==> config.mk <==
export PLATFORM = sky130hd
export DESIGN_NAME = iommu_ctrl_regs
export DESIGN_NICKNAME = d
export VERILOG_FILES = /design/src/rtl/iommu_regs_pkg.sv /design/src/rtl/iommu_mode_ctl.sv /design/src/rtl/iommu_fault_bank.sv /design/src/rtl/iommu_flush_gen.sv /design/src/rtl/iommu_ctrl_regs.sv
export SDC_FILE = /design/constraint.sdc
export NUM_CORES = 1
export LEC_CHECK = 0
export BUFFER_PORTS_ARGS = -buffer_cell sky130_fd_sc_hd__buf_2
export CORE_MARGIN = 2
export CORE_UTILIZATION = 58
export DETAILED_ROUTE_END_ITERATION = 10
export PLACE_DENSITY = 0.84
export SLEW_MARGIN = 10
export SYNTH_ARGS = -nofsm -noshare
export SYNTH_HDL_FRONTEND = slang
export SYNTH_SLANG_ARGS = --single-unit
==> constraint.sdc <==
create_clock -name clk -period 4.39 [get_ports clk]
set_input_delay 0.2195 -clock clk [delete_from_list [all_inputs] [get_ports clk]]
set_output_delay 0.2195 -clock clk [all_outputs]
set_load 0.02 [all_outputs]
==> src/rtl/iommu_regs_pkg.sv <==
package iommu_regs_pkg;

    typedef enum logic [1:0] {
        MODE_OFF  = 2'd0,
        MODE_RUN  = 2'd1,
        MODE_HOLD = 2'd2
    } mode_e;

    localparam logic [31:0] CODE_OFF  = 32'h0000_0000;
    localparam logic [31:0] CODE_RUN  = 32'h0000_0005;
    localparam logic [31:0] CODE_HOLD = 32'h0000_0007;

    localparam int OFF_CTRL  = 'h000;
    localparam int OFF_CFG   = 'h004;
    localparam int OFF_STAT  = 'h008;
    localparam int OFF_FALL  = 'h00C;
    localparam int OFF_FENT  = 'h010;
    localparam int OFF_PTB   = 'h014;
    localparam int OFF_ISTAT = 'h018;
    localparam int OFF_ICLR  = 'h01C;
    localparam int OFF_CAP0  = 'h024;
    localparam int OFF_VER   = 'h034;

    localparam int VPN_LSB   = 12;
    localparam int VPN_W     = 32 - VPN_LSB;
    localparam int PRIM_LSB  = 8;

    function automatic logic [31:0] mode_code(input mode_e m);
        case (m)
            MODE_RUN:  return CODE_RUN;
            MODE_HOLD: return CODE_HOLD;
            default:   return CODE_OFF;
        endcase
    endfunction

    function automatic int unsigned lowest_set(input logic [31:0] v);
        int unsigned r;
        r = 0;
        for (int i = 31; i >= 0; i--) begin
            if (v[i]) r = i;
        end
        return r;
    endfunction

endpackage

==> src/rtl/iommu_mode_ctl.sv <==
module iommu_mode_ctl
    import iommu_regs_pkg::*;
(
    input  logic        clk,
    input  logic        rst,
    input  logic        ctl_wr,
    input  logic [31:0] ctl_data,
    input  logic        fault_hit,
    input  logic        eng_idle,
    output mode_e       mode,
    output logic        blk_ack
);

    always_ff @(posedge clk) begin
        if (rst) begin
            mode <= MODE_OFF;
        end else if (fault_hit) begin
            mode <= MODE_HOLD;
        end else if (ctl_wr) begin
            case (ctl_data)
                CODE_OFF:  mode <= MODE_OFF;
                CODE_RUN:  mode <= MODE_RUN;
                CODE_HOLD: mode <= MODE_HOLD;
                default:   mode <= mode;
            endcase
        end
    end

    always_comb blk_ack = (mode == MODE_HOLD) && eng_idle;

    // an accepted fault always parks the path in held mode
    a_r7_fault_holds: assert property (@(posedge clk) disable iff (rst)
        fault_hit |=> mode == MODE_HOLD);

    // unknown codes leave the mode alone
    a_r2_bad_code_keeps: assert property (@(posedge clk) disable iff (rst)
        (ctl_wr && !fault_hit && ctl_data != CODE_OFF && ctl_data != CODE_RUN
         && ctl_data != CODE_HOLD) |=> $stable(mode));

endmodule

==> src/rtl/iommu_fault_bank.sv <==
module iommu_fault_bank #(
    parameter int NFAULT = 4,
    parameter int AW     = 32
) (
    input  logic                       clk,
    input  logic                       rst,
    input  logic [NFAULT-1:0]          set_vec,
    input  logic [NFAULT-1:0]          clr_vec,
    input  logic [AW-1:0]              flt_addr,
    output logic [NFAULT-1:0]          pend,
    output logic [NFAULT-1:0][AW-1:0]  cap
);

    for (genvar n = 0; n < NFAULT; n++) begin : g_cls
        always_ff @(posedge clk) begin
            if (rst) begin
                pend[n] <= 1'b0;
                cap[n]  <= '0;
            end else begin
                if (set_vec[n] && !pend[n]) cap[n] <= flt_addr;
                if (set_vec[n])             pend[n] <= 1'b1;
                else if (clr_vec[n])        pend[n] <= 1'b0;
            end
        end

        // a clear without a competing fault drops the bit
        a_r9_clear_drops: assert property (@(posedge clk) disable iff (rst)
            (clr_vec[n] && !set_vec[n]) |=> !pend[n]);

        // a fault beats a clear of the same class
        a_r9_fault_wins: assert property (@(posedge clk) disable iff (rst)
            set_vec[n] |=> pend[n]);

        // the first address is kept while the class is pending
        a_r7_capture_kept: assert property (@(posedge clk) disable iff (rst)
            (pend[n] && !clr_vec[n]) |=> $stable(cap[n]));
    end

endmodule

==> src/rtl/iommu_flush_gen.sv <==
module iommu_flush_gen
    import iommu_regs_pkg::*;
(
    input  logic             clk,
    input  logic             rst,
    input  logic             all_req,
    input  logic             ent_req,
    input  logic [31:0]      ent_data,
    output logic             flush_all,
    output logic             flush_entry,
    output logic [VPN_W-1:0] flush_vpn
);

    always_ff @(posedge clk) begin
        if (rst) begin
            flush_all   <= 1'b0;
            flush_entry <= 1'b0;
            flush_vpn   <= '0;
        end else begin
            flush_all   <= all_req;
            flush_entry <= ent_req;
            if (ent_req) flush_vpn <= ent_data[31:VPN_LSB];
        end
    end

    // a flush-all pulse lasts one cycle unless re-requested
    a_r4_single_pulse: assert property (@(posedge clk) disable iff (rst)
        (flush_all && !all_req) |=> !flush_all);

    // the page number only moves on an entry request
    a_r5_vpn_hold: assert property (@(posedge clk) disable iff (rst)
        !ent_req |=> $stable(flush_vpn));

endmodule

==> src/rtl/iommu_ctrl_regs.sv <==
module iommu_ctrl_regs
    import iommu_regs_pkg::*;
#(
    parameter int          NFAULT   = 4,
    parameter int          ADDR_W   = 8,
    parameter logic [31:0] CFG_MASK = 32'h0150_FFFF,
    parameter logic [31:0] VERSION  = 32'h0001_0003
) (
    input  logic                      clk,
    input  logic                      rst,
    input  logic                      bus_wr,
    input  logic [ADDR_W-1:0]         bus_addr,
    input  logic [31:0]               bus_wdata,
    output logic [31:0]               bus_rdata,
    input  logic                      eng_idle,
    input  logic                      flt_valid,
    input  logic [$clog2(NFAULT)-1:0] flt_type,
    input  logic [31:0]               flt_addr,
    output logic                      xlat_en,
    output logic                      xlat_block,
    output logic                      flush_all,
    output logic                      flush_entry,
    output logic [VPN_W-1:0]          flush_vpn,
    output logic [31:0]               pt_base,
    output logic [31:0]               cfg_bits,
    output logic                      irq
);

    localparam int FT_W = $clog2(NFAULT);

    function automatic logic hit(input logic [ADDR_W-1:0] a, input int off);
        return a == ADDR_W'(off);
    endfunction

    mode_e                    mode;
    logic                     blk_ack;
    logic                     flt_ok;
    logic [NFAULT-1:0]        set_vec;
    logic [NFAULT-1:0]        clr_vec;
    logic [NFAULT-1:0]        pend;
    logic [NFAULT-1:0][31:0]  cap;
    logic [FT_W-1:0]          primary;
    logic                     wr_ctrl, wr_cfg, wr_fall, wr_fent, wr_ptb, wr_clr;

    always_comb begin
        wr_ctrl = bus_wr && hit(bus_addr, OFF_CTRL);
        wr_cfg  = bus_wr && hit(bus_addr, OFF_CFG);
        wr_fall = bus_wr && hit(bus_addr, OFF_FALL);
        wr_fent = bus_wr && hit(bus_addr, OFF_FENT);
        wr_ptb  = bus_wr && hit(bus_addr, OFF_PTB);
        wr_clr  = bus_wr && hit(bus_addr, OFF_ICLR);
    end

    always_comb begin
        flt_ok  = flt_valid && (mode != MODE_OFF) && (32'(flt_type) < NFAULT);
        set_vec = '0;
        if (flt_ok) set_vec[flt_type] = 1'b1;
        clr_vec = wr_clr ? bus_wdata[NFAULT-1:0] : '0;
    end

    always_ff @(posedge clk) begin
        if (rst) begin
            pt_base  <= '0;
            cfg_bits <= '0;
        end else begin
            if (wr_ptb) pt_base  <= bus_wdata;
            if (wr_cfg) cfg_bits <= bus_wdata & CFG_MASK;
        end
    end

    iommu_mode_ctl u_mode (
        .clk       (clk),
        .rst       (rst),
        .ctl_wr    (wr_ctrl),
        .ctl_data  (bus_wdata),
        .fault_hit (flt_ok),
        .eng_idle  (eng_idle),
        .mode      (mode),
        .blk_ack   (blk_ack)
    );

    iommu_fault_bank #(.NFAULT(NFAULT), .AW(32)) u_faults (
        .clk      (clk),
        .rst      (rst),
        .set_vec  (set_vec),
        .clr_vec  (clr_vec),
        .flt_addr (flt_addr),
        .pend     (pend),
        .cap      (cap)
    );

    iommu_flush_gen u_flush (
        .clk         (clk),
        .rst         (rst),
        .all_req     ((wr_fall && bus_wdata[0]) || wr_ptb),
        .ent_req     (wr_fent && bus_wdata[0]),
        .ent_data    (bus_wdata),
        .flush_all   (flush_all),
        .flush_entry (flush_entry),
        .flush_vpn   (flush_vpn)
    );

    always_comb begin
        xlat_en    = (mode != MODE_OFF);
        xlat_block = (mode == MODE_HOLD);
        irq        = |pend;
        primary    = FT_W'(lowest_set(32'(pend)));
    end

    always_comb begin
        bus_rdata = '0;
        if (hit(bus_addr, OFF_CTRL))  bus_rdata = mode_code(mode);
        if (hit(bus_addr, OFF_CFG))   bus_rdata = cfg_bits;
        if (hit(bus_addr, OFF_STAT)) begin
            bus_rdata[0]                    = blk_ack;
            bus_rdata[PRIM_LSB +: FT_W]     = primary;
        end
        if (hit(bus_addr, OFF_PTB))   bus_rdata = pt_base;
        if (hit(bus_addr, OFF_ISTAT)) bus_rdata = 32'(pend);
        if (hit(bus_addr, OFF_VER))   bus_rdata = VERSION;
        for (int n = 0; n < NFAULT; n++) begin
            if (hit(bus_addr, OFF_CAP0 + 4 * n)) bus_rdata = cap[n];
        end
    end

    // an accepted fault raises the interrupt on the next cycle
    a_r8_irq_follows: assert property (@(posedge clk) disable iff (rst)
        flt_ok |=> irq);

    // a base write is followed by a flush-all pulse
    a_r6_base_flushes: assert property (@(posedge clk) disable iff (rst)
        wr_ptb |=> flush_all);

    // faults are not taken while translation is off
    a_r7_off_ignores: assert property (@(posedge clk) disable iff (rst)
        (mode == MODE_OFF && !wr_ctrl && !wr_clr) |=> $stable(pend));

endmodule

==> summary.md <==
The run finished with clean final reports. Number of rows in the core area: 45. Relative to the synthesized area, the layout overhead comes to 24.6%.

Before antenna repair, the detailed router went through 6 iterations. The number of synthesis warnings came out at 0. The worst relative slew slack came out at 31.1%.

Synthesis handed over a netlist of 1203 instances. The number of nets in the final layout came out at 1464. The critical path is of the input pin to output pin type. Path type of the worst min-delay path: input pin to register.

Combinational logic burns 5.0% of the power. STA classifies the critical path startpoint as an input pin. The met3 routing resource usage after global routing is 6.94%, and the fraction of final layout cells with drive strength greater than 1 is 18.4%. For this run, the total global-route usage over all layers was measured as 34.6%.

The synthesized design contains 0 enable-type register cells. The data arrival time of the critical path was 3.01 ns; the pin count of the biggest net entering global routing was 110. Setup repair after global routing left no endpoint under its margin. The root buffer cell chosen for the clock tree is sky130_fd_sc_hd__clkbuf_16.

The clock latency at the later pin of the worst-skew pair was 0.51 ns. Final weighted congestion in routability-driven placement: 0.907. After synthesis, flip-flops and latches occupy 46.1% of the total area. After legalization and detailed placement, the total HPWL measured 18700 um. After detailed routing, the total wire length is 29500 um. The initial antenna violation count is 1. The net switching share of the total power is 22.2%, and the number of register bits inferred by synthesis is 207. The number of gates resized after cts is 0, and the setup skew after layout is 0.0115 ns.

The standard cell core area is 15100 sq um, and the relative contribution of the clock network to total power is 50.4%. In this run, the number of DRC markers left after iteration 0 of detailed routing was 1140. The clock sink total was 207; the number of buffers added by the clock tree synthesis step was 22. For this design the static power due to leakage is 4.37 nW. STA puts the critical path data required time at 4.17 ns. For this configuration, the core starts out at a cell density of 59.3%. For this run, the leading register cell type out of synthesis is sky130_fd_sc_hd__dfxtp_1. For the number of hold-slack violations in the final timing report, the log shows 0. The filler-free cell count of the finished design was 1587. STA classifies the critical path endpoint as an output pin.

Counting tap cells, the placed design contains a total of 1496 instances. The run gives 0 as the final global-route overflow total. Global routing's busiest layer: met2. Post-synth design cell area: 8980 sq um. Based on the critical path, the design can be clocked at up to 310 MHz.

For this design the ratio of total power to cell area is 376 nW/um^2. Clock-pin slew was measured on the worst setup and hold paths at 0.06 ns. The die is 128 um wide. The tools report the number of global-route vias before repair as 8607. The run gives 0.341 mV as the worst vdd rail ir drop. Setup violations remaining at the end of the flow were counted as 0.

Across all layers, the routed design uses 9540 vias. The count of nets left with antenna violations once routing finished came out at 0. For this run, design rule violations remaining after detail routing come to 0.

The proportion of synthesized flip-flops having asynchronous set or reset is 0%, and the die outline area is 16500 sq um. 0 antenna diodes ended up in the layout. From bottom edge to top edge, the die measures 128 um. The count of port buffers added during placement is 186. The tool flagged a number of max-cap violations equal to 0.

The actual slew at the worst max-slew pin was 1.03 ns. The cts-stage hold buffer count is 51. The global-route wire length before repair is 45400 um, and the internal power of the cells is 3.28 mW.

Leaving out fill and tap cells, the most frequent cell in the layout is sky130_fd_sc_hd__nand2_1. In this run the count of I/O pins placed on the die edge is 200. For met2 alone, demand over resource in global routing was 56.8%.

The number of levels in the clock H-tree is 1. Routed length per placed instance: 18.6 um. The library cells used most frequently in the layout, excluding fill and tap cells, are sky130_fd_sc_hd__nand2_1 (408), sky130_fd_sc_hd__a21oi_1 (211), sky130_fd_sc_hd__dfxtp_1 (207).

Synthesis instantiated 54 different standard cells from the library. The average size of a mapped cell works out to 7.47 sq um. The final critical-path share of the clock period was 73.5%; the maximum number of buffers from clock root to sink was 3. The minimum clock period after layout is 3.23 ns, and the met1 demand-to-capacity share in global routing is 44.7%. In this run the worst path has a maximum fanout of 40. Using the TritonRoute via totals, the vias-per-cell ratio works out to 6.01. The analysis attributes to net switching a power of 0.932 mW.

TritonCTS built the clock tree. In the final timing run, aggregate negative setup slack is 0 ns. The number of setup buffers added after CTS was 0. For the part of the total power dissipated in sequential elements, the log shows 44.6%.

The run gives 0 as the max-slew violation total from the final report.
-- state kept, by name, indices dropped and copies added (netlist names) --
register             cells
u_flush.flush_entry      1
u_mode.mode              2
cfg_bits                19
u_faults.pend            4
pt_base                 32
u_flush.flush_all        1
u_flush.flush_vpn       20
u_faults.cap           128
-- cell type report --
cell class	instances	area (sq um)
Inverter	5	18.8
Timing Repair Buffer	249	1540
Fill cell	1166	3960
Clock buffer	27	631
Clock inverter	13	210
Tap cell	188	235
Sequential cell	207	4140
Multi-Input combinational cell	898	4410
-- cell usage after synthesis (all sizes together) (5+ instances only) --
cell / number / area share [%]
clkbuf: 68 / 2.8
nand3: 11 / 0.61
a22oi: 26 / 2.2
nand2: 408 / 17
a21oi: 211 / 12
nor3: 7 / 0.39
nor4: 10 / 0.93
nor2: 63 / 2.7
inv: 5 / 0.21
mux2i: 23 / 2.6
a31oi: 16 / 1.1
buf: 37 / 2.6
a221oi: 12 / 1.2
dfxtp: 207 / 46
nor4b: 5 / 0.77
o21ai: 41 / 2.3
-- cells by family after synthesis --
group / share of synthesized area (%)
adders and majority gates: 0.279
DFF: 46.1
buffers and inverters: 5.61
other: 0.0418
AOI/OAI and AO/OA: 20.2
and+or+nand+nor: 25.1
muxes: 2.69
-- worst max-delay path, stage by stage --
cell,delay (ns)
sky130_fd_sc_hd__buf_2,0.57
sky130_fd_sc_hd__or4b_1,0.67
sky130_fd_sc_hd__nor2_1,0.84
sky130_fd_sc_hd__a22oi_1,0.18
sky130_fd_sc_hd__a31oi_1,0.30
sky130_fd_sc_hd__buf_2,0.21
-- power groups by stage --
stage / Combinational (mW) / Clock [mW] / Sequential, mW
after floorplan: 0.0860 / 0 / 1.92
after global placement: 0.164 / 0 / 1.92
after detailed placement: 0.164 / 0 / 1.92
after CTS: 0.201 / 2.12 / 1.88
after global routing: 0.219 / 2.21 / 1.88
final: 0.208 / 2.12 / 1.88
-- stage by stage --
step	total power [mW]	setup WS, ns	instance area [sq um]	util, %	hold slack [ns]
final	4.21	1.16	11200	73.9	0.00909
after global routing	4.31	1.12	11200	73.9	0.00804
after CTS	4.20	1.27	11200	73.9	0.00359
after detailed placement	2.09	1.32	9840	64.9	0.440
after global placement	2.09	1.30	9840	64.9	0.435
after floorplan	2.01	2.27	9030	-	0.350
-- worst paths after layout --
check	slack, ns	end	startpoint	depth (start not counted)
hold / removal	0.009	u_faults.cap[5]$_SDFFE_PP0P_	flt_addr[5]	3
setup / recovery	1.16	bus_rdata[27]	bus_addr[2]	6
setup reg to reg	2.11	u_faults.cap[65]$_SDFFE_PP0P_	u_mode.mode[0]$_SDFFE_PP0P_	7
hold reg to reg	0.45	u_flush.flush_vpn[17]$_SDFFE_PP0P_	u_flush.flush_vpn[17]$_SDFFE_PP0P_	2
-- layer usage --
metal,vias to the layer above,part of all wire (%)
met3,95,11
met4,2,3.6
met2,641,47
li1,4409,-
met5,-,0.027
met1,4393,38
Note: power is estimated with default switching activity, not from simulation.
